<file path="src/rtl/tracker_pkg.sv">
package tracker_pkg;
  typedef enum logic {
    PIN_ANY = 1'b0,
    PIN_ALL = 1'b1
  } pin_mode_e;

  localparam int unsigned DEF_NCH = 8;
  localparam int unsigned DEF_DW  = 24;
  localparam int unsigned DEF_NW  = 16;
endpackage

</file>
<file path="src/rtl/result_stage.sv">
module result_stage #(
  parameter int unsigned NCH = 8,
  parameter int unsigned DW  = 24,
  localparam int unsigned CW = (NCH > 1) ? $clog2(NCH) : 1
) (
  input  logic          clk,
  input  logic          rst_n,
  input  logic          res_valid,
  output logic          res_ready,
  input  logic [CW-1:0] res_chan,
  input  logic [DW-1:0] res_data,
  input  logic          cal_busy,
  input  logic          mode_wr,
  input  logic          rd_start,
  input  logic [CW-1:0] rd_chan,
  input  logic          rd_active,
  input  logic [CW-1:0] rd_sel,
  output logic          acc_pulse,
  output logic [CW-1:0] acc_chan,
  output logic          cmt_pulse,
  output logic [CW-1:0] cmt_chan,
  output logic [DW-1:0] cmt_data
);
  logic          stg_v;
  logic [CW-1:0] stg_chan;
  logic [DW-1:0] stg_data;
  logic          in_busy;
  logic          stg_busy;
  logic          take;

  function automatic logic chan_busy(input logic [CW-1:0] ch,
                                     input logic act, input logic [CW-1:0] sel,
                                     input logic st, input logic [CW-1:0] sch);
    return (act && (sel == ch)) || (st && (sch == ch));
  endfunction

  assign res_ready = !cal_busy;
  assign in_busy   = chan_busy(res_chan, rd_active, rd_sel, rd_start, rd_chan);
  assign stg_busy  = chan_busy(stg_chan, rd_active, rd_sel, rd_start, rd_chan);
  assign take      = res_valid && res_ready && !in_busy;

  assign acc_pulse = take;
  assign acc_chan  = res_chan;
  assign cmt_pulse = stg_v && !stg_busy && !mode_wr && !cal_busy;
  assign cmt_chan  = stg_chan;
  assign cmt_data  = stg_data;

  always_ff @(posedge clk or negedge rst_n) begin
    if (!rst_n) begin
      stg_v    <= 1'b0;
      stg_chan <= '0;
      stg_data <= '0;
    end else begin
      stg_v <= take && !mode_wr && !cal_busy;
      if (take) begin
        stg_chan <= res_chan;
        stg_data <= res_data;
      end
    end
  end
endmodule

</file>
<file path="src/rtl/result_bank.sv">
module result_bank #(
  parameter int unsigned NCH = 8,
  parameter int unsigned DW  = 24,
  parameter int unsigned NW  = 16,
  localparam int unsigned CW = (NCH > 1) ? $clog2(NCH) : 1,
  localparam int unsigned PW = DW - NW
) (
  input  logic          clk,
  input  logic          rst_n,
  input  logic          cfg_wide,
  input  logic          cmt_pulse,
  input  logic [CW-1:0] cmt_chan,
  input  logic [DW-1:0] cmt_data,
  input  logic          rd_start,
  input  logic          rd_end,
  input  logic [CW-1:0] rd_chan,
  output logic          rd_active,
  output logic [CW-1:0] rd_sel,
  output logic [DW-1:0] rd_data
);
  localparam logic [DW-1:0] RST_WORD = {1'b1, {(DW-1){1'b0}}};

  logic [DW-1:0] bank [NCH];
  logic [DW-1:0] store_word;
  logic [DW-1:0] picked;

  assign store_word = cfg_wide ? cmt_data : {cmt_data[DW-1:PW], {PW{1'b0}}};
  assign picked     = bank[rd_chan];

  genvar g;
  generate
    for (g = 0; g < NCH; g++) begin : g_reg
      always_ff @(posedge clk or negedge rst_n) begin
        if (!rst_n)
          bank[g] <= RST_WORD;
        else if (cmt_pulse && (cmt_chan == CW'(g)))
          bank[g] <= store_word;
      end
    end
  endgenerate

  always_ff @(posedge clk or negedge rst_n) begin
    if (!rst_n) begin
      rd_active <= 1'b0;
      rd_sel    <= '0;
      rd_data   <= '0;
    end else begin
      if (rd_start) begin
        rd_active <= 1'b1;
        rd_sel    <= rd_chan;
        rd_data   <= cfg_wide ? picked : {{PW{1'b0}}, picked[DW-1:PW]};
      end else if (rd_end) begin
        rd_active <= 1'b0;
      end
    end
  end
endmodule

</file>
<file path="src/rtl/ready_flags.sv">
module ready_flags #(
  parameter int unsigned NCH = 8,
  localparam int unsigned CW = (NCH > 1) ? $clog2(NCH) : 1
) (
  input  logic           clk,
  input  logic           rst_n,
  input  logic           cal_busy,
  input  logic           cal_done,
  input  logic           mode_wr,
  input  logic           rd_start,
  input  logic [CW-1:0]  rd_chan,
  input  logic           acc_pulse,
  input  logic [CW-1:0]  acc_chan,
  input  logic           cmt_pulse,
  input  logic [CW-1:0]  cmt_chan,
  output logic [NCH-1:0] flags
);
  genvar g;
  generate
    for (g = 0; g < NCH; g++) begin : g_flag
      logic hit_rd, hit_acc, hit_cmt;
      assign hit_rd  = rd_start  && (rd_chan  == CW'(g));
      assign hit_acc = acc_pulse && (acc_chan == CW'(g));
      assign hit_cmt = cmt_pulse && (cmt_chan == CW'(g));

      always_ff @(posedge clk or negedge rst_n) begin
        if (!rst_n)        flags[g] <= 1'b0;
        else if (cal_busy) flags[g] <= 1'b0;
        else if (cal_done) flags[g] <= 1'b1;
        else if (mode_wr)  flags[g] <= 1'b0;
        else if (hit_rd)   flags[g] <= 1'b0;
        else if (hit_acc)  flags[g] <= 1'b0;
        else if (hit_cmt)  flags[g] <= 1'b1;
      end
    end
  endgenerate
endmodule

</file>
<file path="src/rtl/ready_pin.sv">
module ready_pin
  import tracker_pkg::*;
#(
  parameter int unsigned NCH = 8
) (
  input  logic           clk,
  input  logic           rst_n,
  input  pin_mode_e      mode,
  input  logic [NCH-1:0] chan_en,
  input  logic [NCH-1:0] flags,
  output logic           rdy_n
);
  logic any_set, all_set, assert_now;

  assign any_set    = |flags;
  assign all_set    = (|chan_en) && ((flags & chan_en) == chan_en);
  assign assert_now = (mode == PIN_ALL) ? all_set : any_set;

  always_ff @(posedge clk or negedge rst_n) begin
    if (!rst_n) rdy_n <= 1'b1;
    else        rdy_n <= !assert_now;
  end
endmodule

</file>
<file path="src/rtl/chan_result_tracker.sv">
module chan_result_tracker
  import tracker_pkg::*;
#(
  parameter int unsigned NCH = DEF_NCH,
  parameter int unsigned DW  = DEF_DW,
  parameter int unsigned NW  = DEF_NW,
  localparam int unsigned CW = (NCH > 1) ? $clog2(NCH) : 1
) (
  input  logic           clk,
  input  logic           rst_n,
  input  logic           cfg_wide,
  input  logic           cfg_all,
  input  logic [NCH-1:0] chan_en,
  input  logic           mode_wr,
  input  logic           cal_busy,
  input  logic           cal_done,
  input  logic           res_valid,
  output logic           res_ready,
  input  logic [CW-1:0]  res_chan,
  input  logic [DW-1:0]  res_data,
  input  logic           rd_start,
  input  logic           rd_end,
  input  logic [CW-1:0]  rd_chan,
  output logic [DW-1:0]  rd_data,
  output logic [NCH-1:0] stat_flags,
  output logic           rdy_n
);
  logic          rd_active;
  logic [CW-1:0] rd_sel;
  logic          acc_pulse, cmt_pulse;
  logic [CW-1:0] acc_chan, cmt_chan;
  logic [DW-1:0] cmt_data;
  pin_mode_e     pin_mode;

  assign pin_mode = cfg_all ? PIN_ALL : PIN_ANY;

  result_stage #(.NCH(NCH), .DW(DW)) u_stage (
    .clk(clk), .rst_n(rst_n),
    .res_valid(res_valid), .res_ready(res_ready),
    .res_chan(res_chan), .res_data(res_data),
    .cal_busy(cal_busy), .mode_wr(mode_wr),
    .rd_start(rd_start), .rd_chan(rd_chan),
    .rd_active(rd_active), .rd_sel(rd_sel),
    .acc_pulse(acc_pulse), .acc_chan(acc_chan),
    .cmt_pulse(cmt_pulse), .cmt_chan(cmt_chan), .cmt_data(cmt_data)
  );

  result_bank #(.NCH(NCH), .DW(DW), .NW(NW)) u_bank (
    .clk(clk), .rst_n(rst_n), .cfg_wide(cfg_wide),
    .cmt_pulse(cmt_pulse), .cmt_chan(cmt_chan), .cmt_data(cmt_data),
    .rd_start(rd_start), .rd_end(rd_end), .rd_chan(rd_chan),
    .rd_active(rd_active), .rd_sel(rd_sel), .rd_data(rd_data)
  );

  ready_flags #(.NCH(NCH)) u_flags (
    .clk(clk), .rst_n(rst_n),
    .cal_busy(cal_busy), .cal_done(cal_done), .mode_wr(mode_wr),
    .rd_start(rd_start), .rd_chan(rd_chan),
    .acc_pulse(acc_pulse), .acc_chan(acc_chan),
    .cmt_pulse(cmt_pulse), .cmt_chan(cmt_chan),
    .flags(stat_flags)
  );

  ready_pin #(.NCH(NCH)) u_pin (
    .clk(clk), .rst_n(rst_n), .mode(pin_mode),
    .chan_en(chan_en), .flags(stat_flags), .rdy_n(rdy_n)
  );
endmodule

</file>
<file path="config.mk">
export PLATFORM = sky130hd
export DESIGN_NAME = chan_result_tracker
export DESIGN_NICKNAME = d
export VERILOG_FILES = /design/src/rtl/tracker_pkg.sv /design/src/rtl/result_stage.sv /design/src/rtl/result_bank.sv /design/src/rtl/ready_flags.sv /design/src/rtl/ready_pin.sv /design/src/rtl/chan_result_tracker.sv
export SDC_FILE = /design/constraint.sdc
export NUM_CORES = 1
export LEC_CHECK = 0
export BUFFER_PORTS_ARGS = -buffer_cell sky130_fd_sc_hd__buf_4
export CORE_UTILIZATION = 60
export CTS_CLUSTER_DIAMETER = 150
export DETAILED_ROUTE_END_ITERATION = 10
export PLACE_DENSITY = 0.91
export SYNTH_ARGS = -nofsm -noshare
export SYNTH_HDL_FRONTEND = slang
export SYNTH_SLANG_ARGS = --single-unit
</file>
<file path="constraint.sdc">
create_clock -name clk -period 6.35 [get_ports clk]
set_input_delay 0.9525 -clock clk [delete_from_list [all_inputs] [get_ports clk]]
set_output_delay 0.9525 -clock clk [all_outputs]
set_load 0.05 [all_outputs]
</file>
==> reports/results.txt <==
standard-cell rows -> 51
pin count of the biggest net entering global routing -> 174
total grt overflow -> 0
number of levels in the clock H-tree -> 1
max-cap viol count -> 0
maximum clock frequency -> 333 MHz
PostCTS Resize Cnt -> 0
relative slew slack -> 23.8%
via count -> 7156
type of the most critical hold path -> in2async
Data required, critical path -> 6.75 ns
RSZ-0062 raised after global routing -> false
Slew @ Worst Pin -> 1.14 ns
Post-DRT Antenna Nets -> 0
number of enable-type register cells in the synthesized netlist -> 0
Post-Synthesis Mean Instance Area -> 15.3 um^2
# DRC -> 0
leading cell types in the layout, fill and taps excluded -> 248 x dfrtp_1, 153 x mux2_2, 83 x buf_4
number of antenna violations at the first check in global routing -> 0
Avg Vias per Cell -> 6.34
type of the worst setup path -> in2reg
routability congestion estimate from global placement -> 0.888
# placed instances -> 1080
final core occ -> 69.0%
category of the worst setup path launch point -> input port
post-DR wirelength/cell -> 24.2 um
area of the core -> 19600 um^2
crit share post-route -> 47.3%
drt initial violations -> 435
Post CTS Setup Buffer Count -> 0
synth warn -> 0
hold-fix buffers at CTS -> 0
Fin Setup TNS -> 0 ns
Worst Path Arrival -> 3.41 ns
most common cell after layout, fill and taps aside -> dfrtp_1
final worst path period need -> 3.01 ns
pwr dens -> 291 nW/um^2
final-report max-slew violation count -> 0
sequential fraction of the synthesis area -> 53.3%
clock tree buffer depth -> 3
area growth from synthesis to layout -> 11.8%
Final Hold Violating Endpoints -> 0
sink count of the clock tree -> 257
Antenna diodes -> 0
syn_nets -> 837
via count of the first global-routing pass -> 7333
Detailed Place HPWL -> 15800 um
Total Routing Usage GR -> 27.7%
run status -> completed
fraction of final layout cells with drive strength greater than 1 -> 47.3%
initial standard-cell utilization of the core -> 61.7%
Worst Slack Setup Final -> 3.34 ns
async set-reset flop share out of synthesis -> 100%
Post-Route WL -> 27300 um
router iterations before antenna repair -> 5
Max Fanout on Critical Path -> 52
Clock Pin Slew Worst Setup and Hold Paths -> 0.06 ns
number of cells in the finished layout apart from fillers -> 1128
worst slack at placement -> 2.81 ns
area of the mapped netlist -> 12100 um^2
Lkg Pwr -> 6.34 nW
buffers added on ports -> 81
root cell of the clock tree -> clkbuf_16
worst skew pair latency -> 0.53 ns
Final #Nets -> 891
Final setup viols -> 0
gate count after technology mapping -> 789
Critical Path Sink Type -> register
number of I/O pins -> 82
TritonCTS clock tree -> yes
number of synthesized register bits -> 257
post-synthesis cell type count -> 50
vertical die dimension -> 144 um
number of CTS-inserted buffers -> 26
first-pass GRT wire length -> 42600 um
maximum ir drop on the vdd rail -> 0.000203 V
top_reg_cell synth -> dfrtp_1
skew final -> 0.0108 ns
Die Wd -> 144 um
full die area -> 20700 um^2
worst max-delay path, cell delays in order:
cell and delay [ns]:
buf_4 0.57, xnor2_1 0.17, nand4_2 0.30, nand3_2 0.79, mux2_2 0.58
path summary, 6_finish.rpt:
path	slack [ns]	to	from	cells past startpoint
min in group clk	0.49	u_stage.cmt_data[3]$_DFFE_PN0P_	u_stage.cmt_data[3]$_DFFE_PN0P_	1
min	0.41	u_stage.cmt_chan[1]$_DFFE_PN0P_	rst_n	1
min reg2reg	0.49	u_stage.cmt_data[3]$_DFFE_PN0P_	u_stage.cmt_data[3]$_DFFE_PN0P_	1
max in group asynchronous	4.62	u_stage.cmt_data[18]$_DFFE_PN0P_	rst_n	2
max reg2reg	3.52	u_bank.bank[72]$_DFFE_PN0P_	u_stage.cmt_chan[1]$_DFFE_PN0P_	4
max	3.34	u_bank.bank[55]$_DFFE_PN0P_	rd_chan[1]	5
metal layers:
layer,track usage [%],up-vias,routed length (um)
met5,0,-,0
met4,11.3,0,989
met3,5.00,63,1690
met2,45.1,278,13600
met1,37.0,3782,11000
li1,-,3033,-
state kept, by name (all words and copies together), names as in the netlist:
signal and flops:
u_bank.bank 192, u_bank.rd_data 24, u_stage.cmt_data 24, u_flags.flags 8, u_bank.rd_sel 3, u_stage.cmt_chan 3
u_bank.rd_active 1, u_pin.rdy_n 1, u_stage.stg_v 1
through the flow:
step / hold slack (ns) / cell area (um^2) / power (mW)
2_1_floorplan: 0.456 / 12100 / 2.25
3_3_place_gp: 0.468 / 12600 / 2.41
3_5_place_dp: 0.476 / 12600 / 2.44
4_1_cts: 0.441 / 13500 / 3.96
5_1_grt: 0.459 / 13500 / 4.07
6_report: 0.414 / 13500 / 3.93
cell type report:
cell class              count  area, um^2
fillers                  1272        6080
multi-input cells         448        5120
clock inverters             4        23.8
clock buffers              44         840
well taps                 265         332
repair buffers             85         658
inverters                  25        93.8
flip-flops and latches    257        6440
report_power, final:
part	switching (mW)	total, mW	leakage, nW	internal (mW)
Combinational	0.251	0.493	2.46	0.242
Clock	0.619	1.51	0.429	0.895
Sequential	0.141	1.93	3.46	1.78
kinds of logic after synthesis:
group / count (synthesis) / synth area share (%)
xor+xnor: 10 / 0.725
mux: 293 / 33.4
buf+inv: 84 / 4.35
flops: 257 / 53.3
simple gates: 73 / 4.09
compound gates: 72 / 4.16
synth_stat cells, types with 5 or more instances:
cell      instances  area [um^2]
inv_1            25         93.8
buf_2            12         60.1
mux2_4           60          901
o31ai_1           8         60.1
dfstp_2           9          236
nand2b_1         16          100
buf_12            6          120
mux4_2           48         1080
o21ai_0           8         40.0
mux2_1            8         90.1
mux2i_1          24          240
o221ai_1         11         96.3
mux2_2          153         1720
nor3_1            5         25.0
clkbuf_1         23         86.3
and2_1           12         75.1
dfrtp_1         248         6210
o21bai_1          8         60.1
nand2_1           8         30.0
buf_6            11          124
xnor2_1           6         52.6
o22ai_1          18          113
No activity file was read; power rests on OpenSTA's default activity.
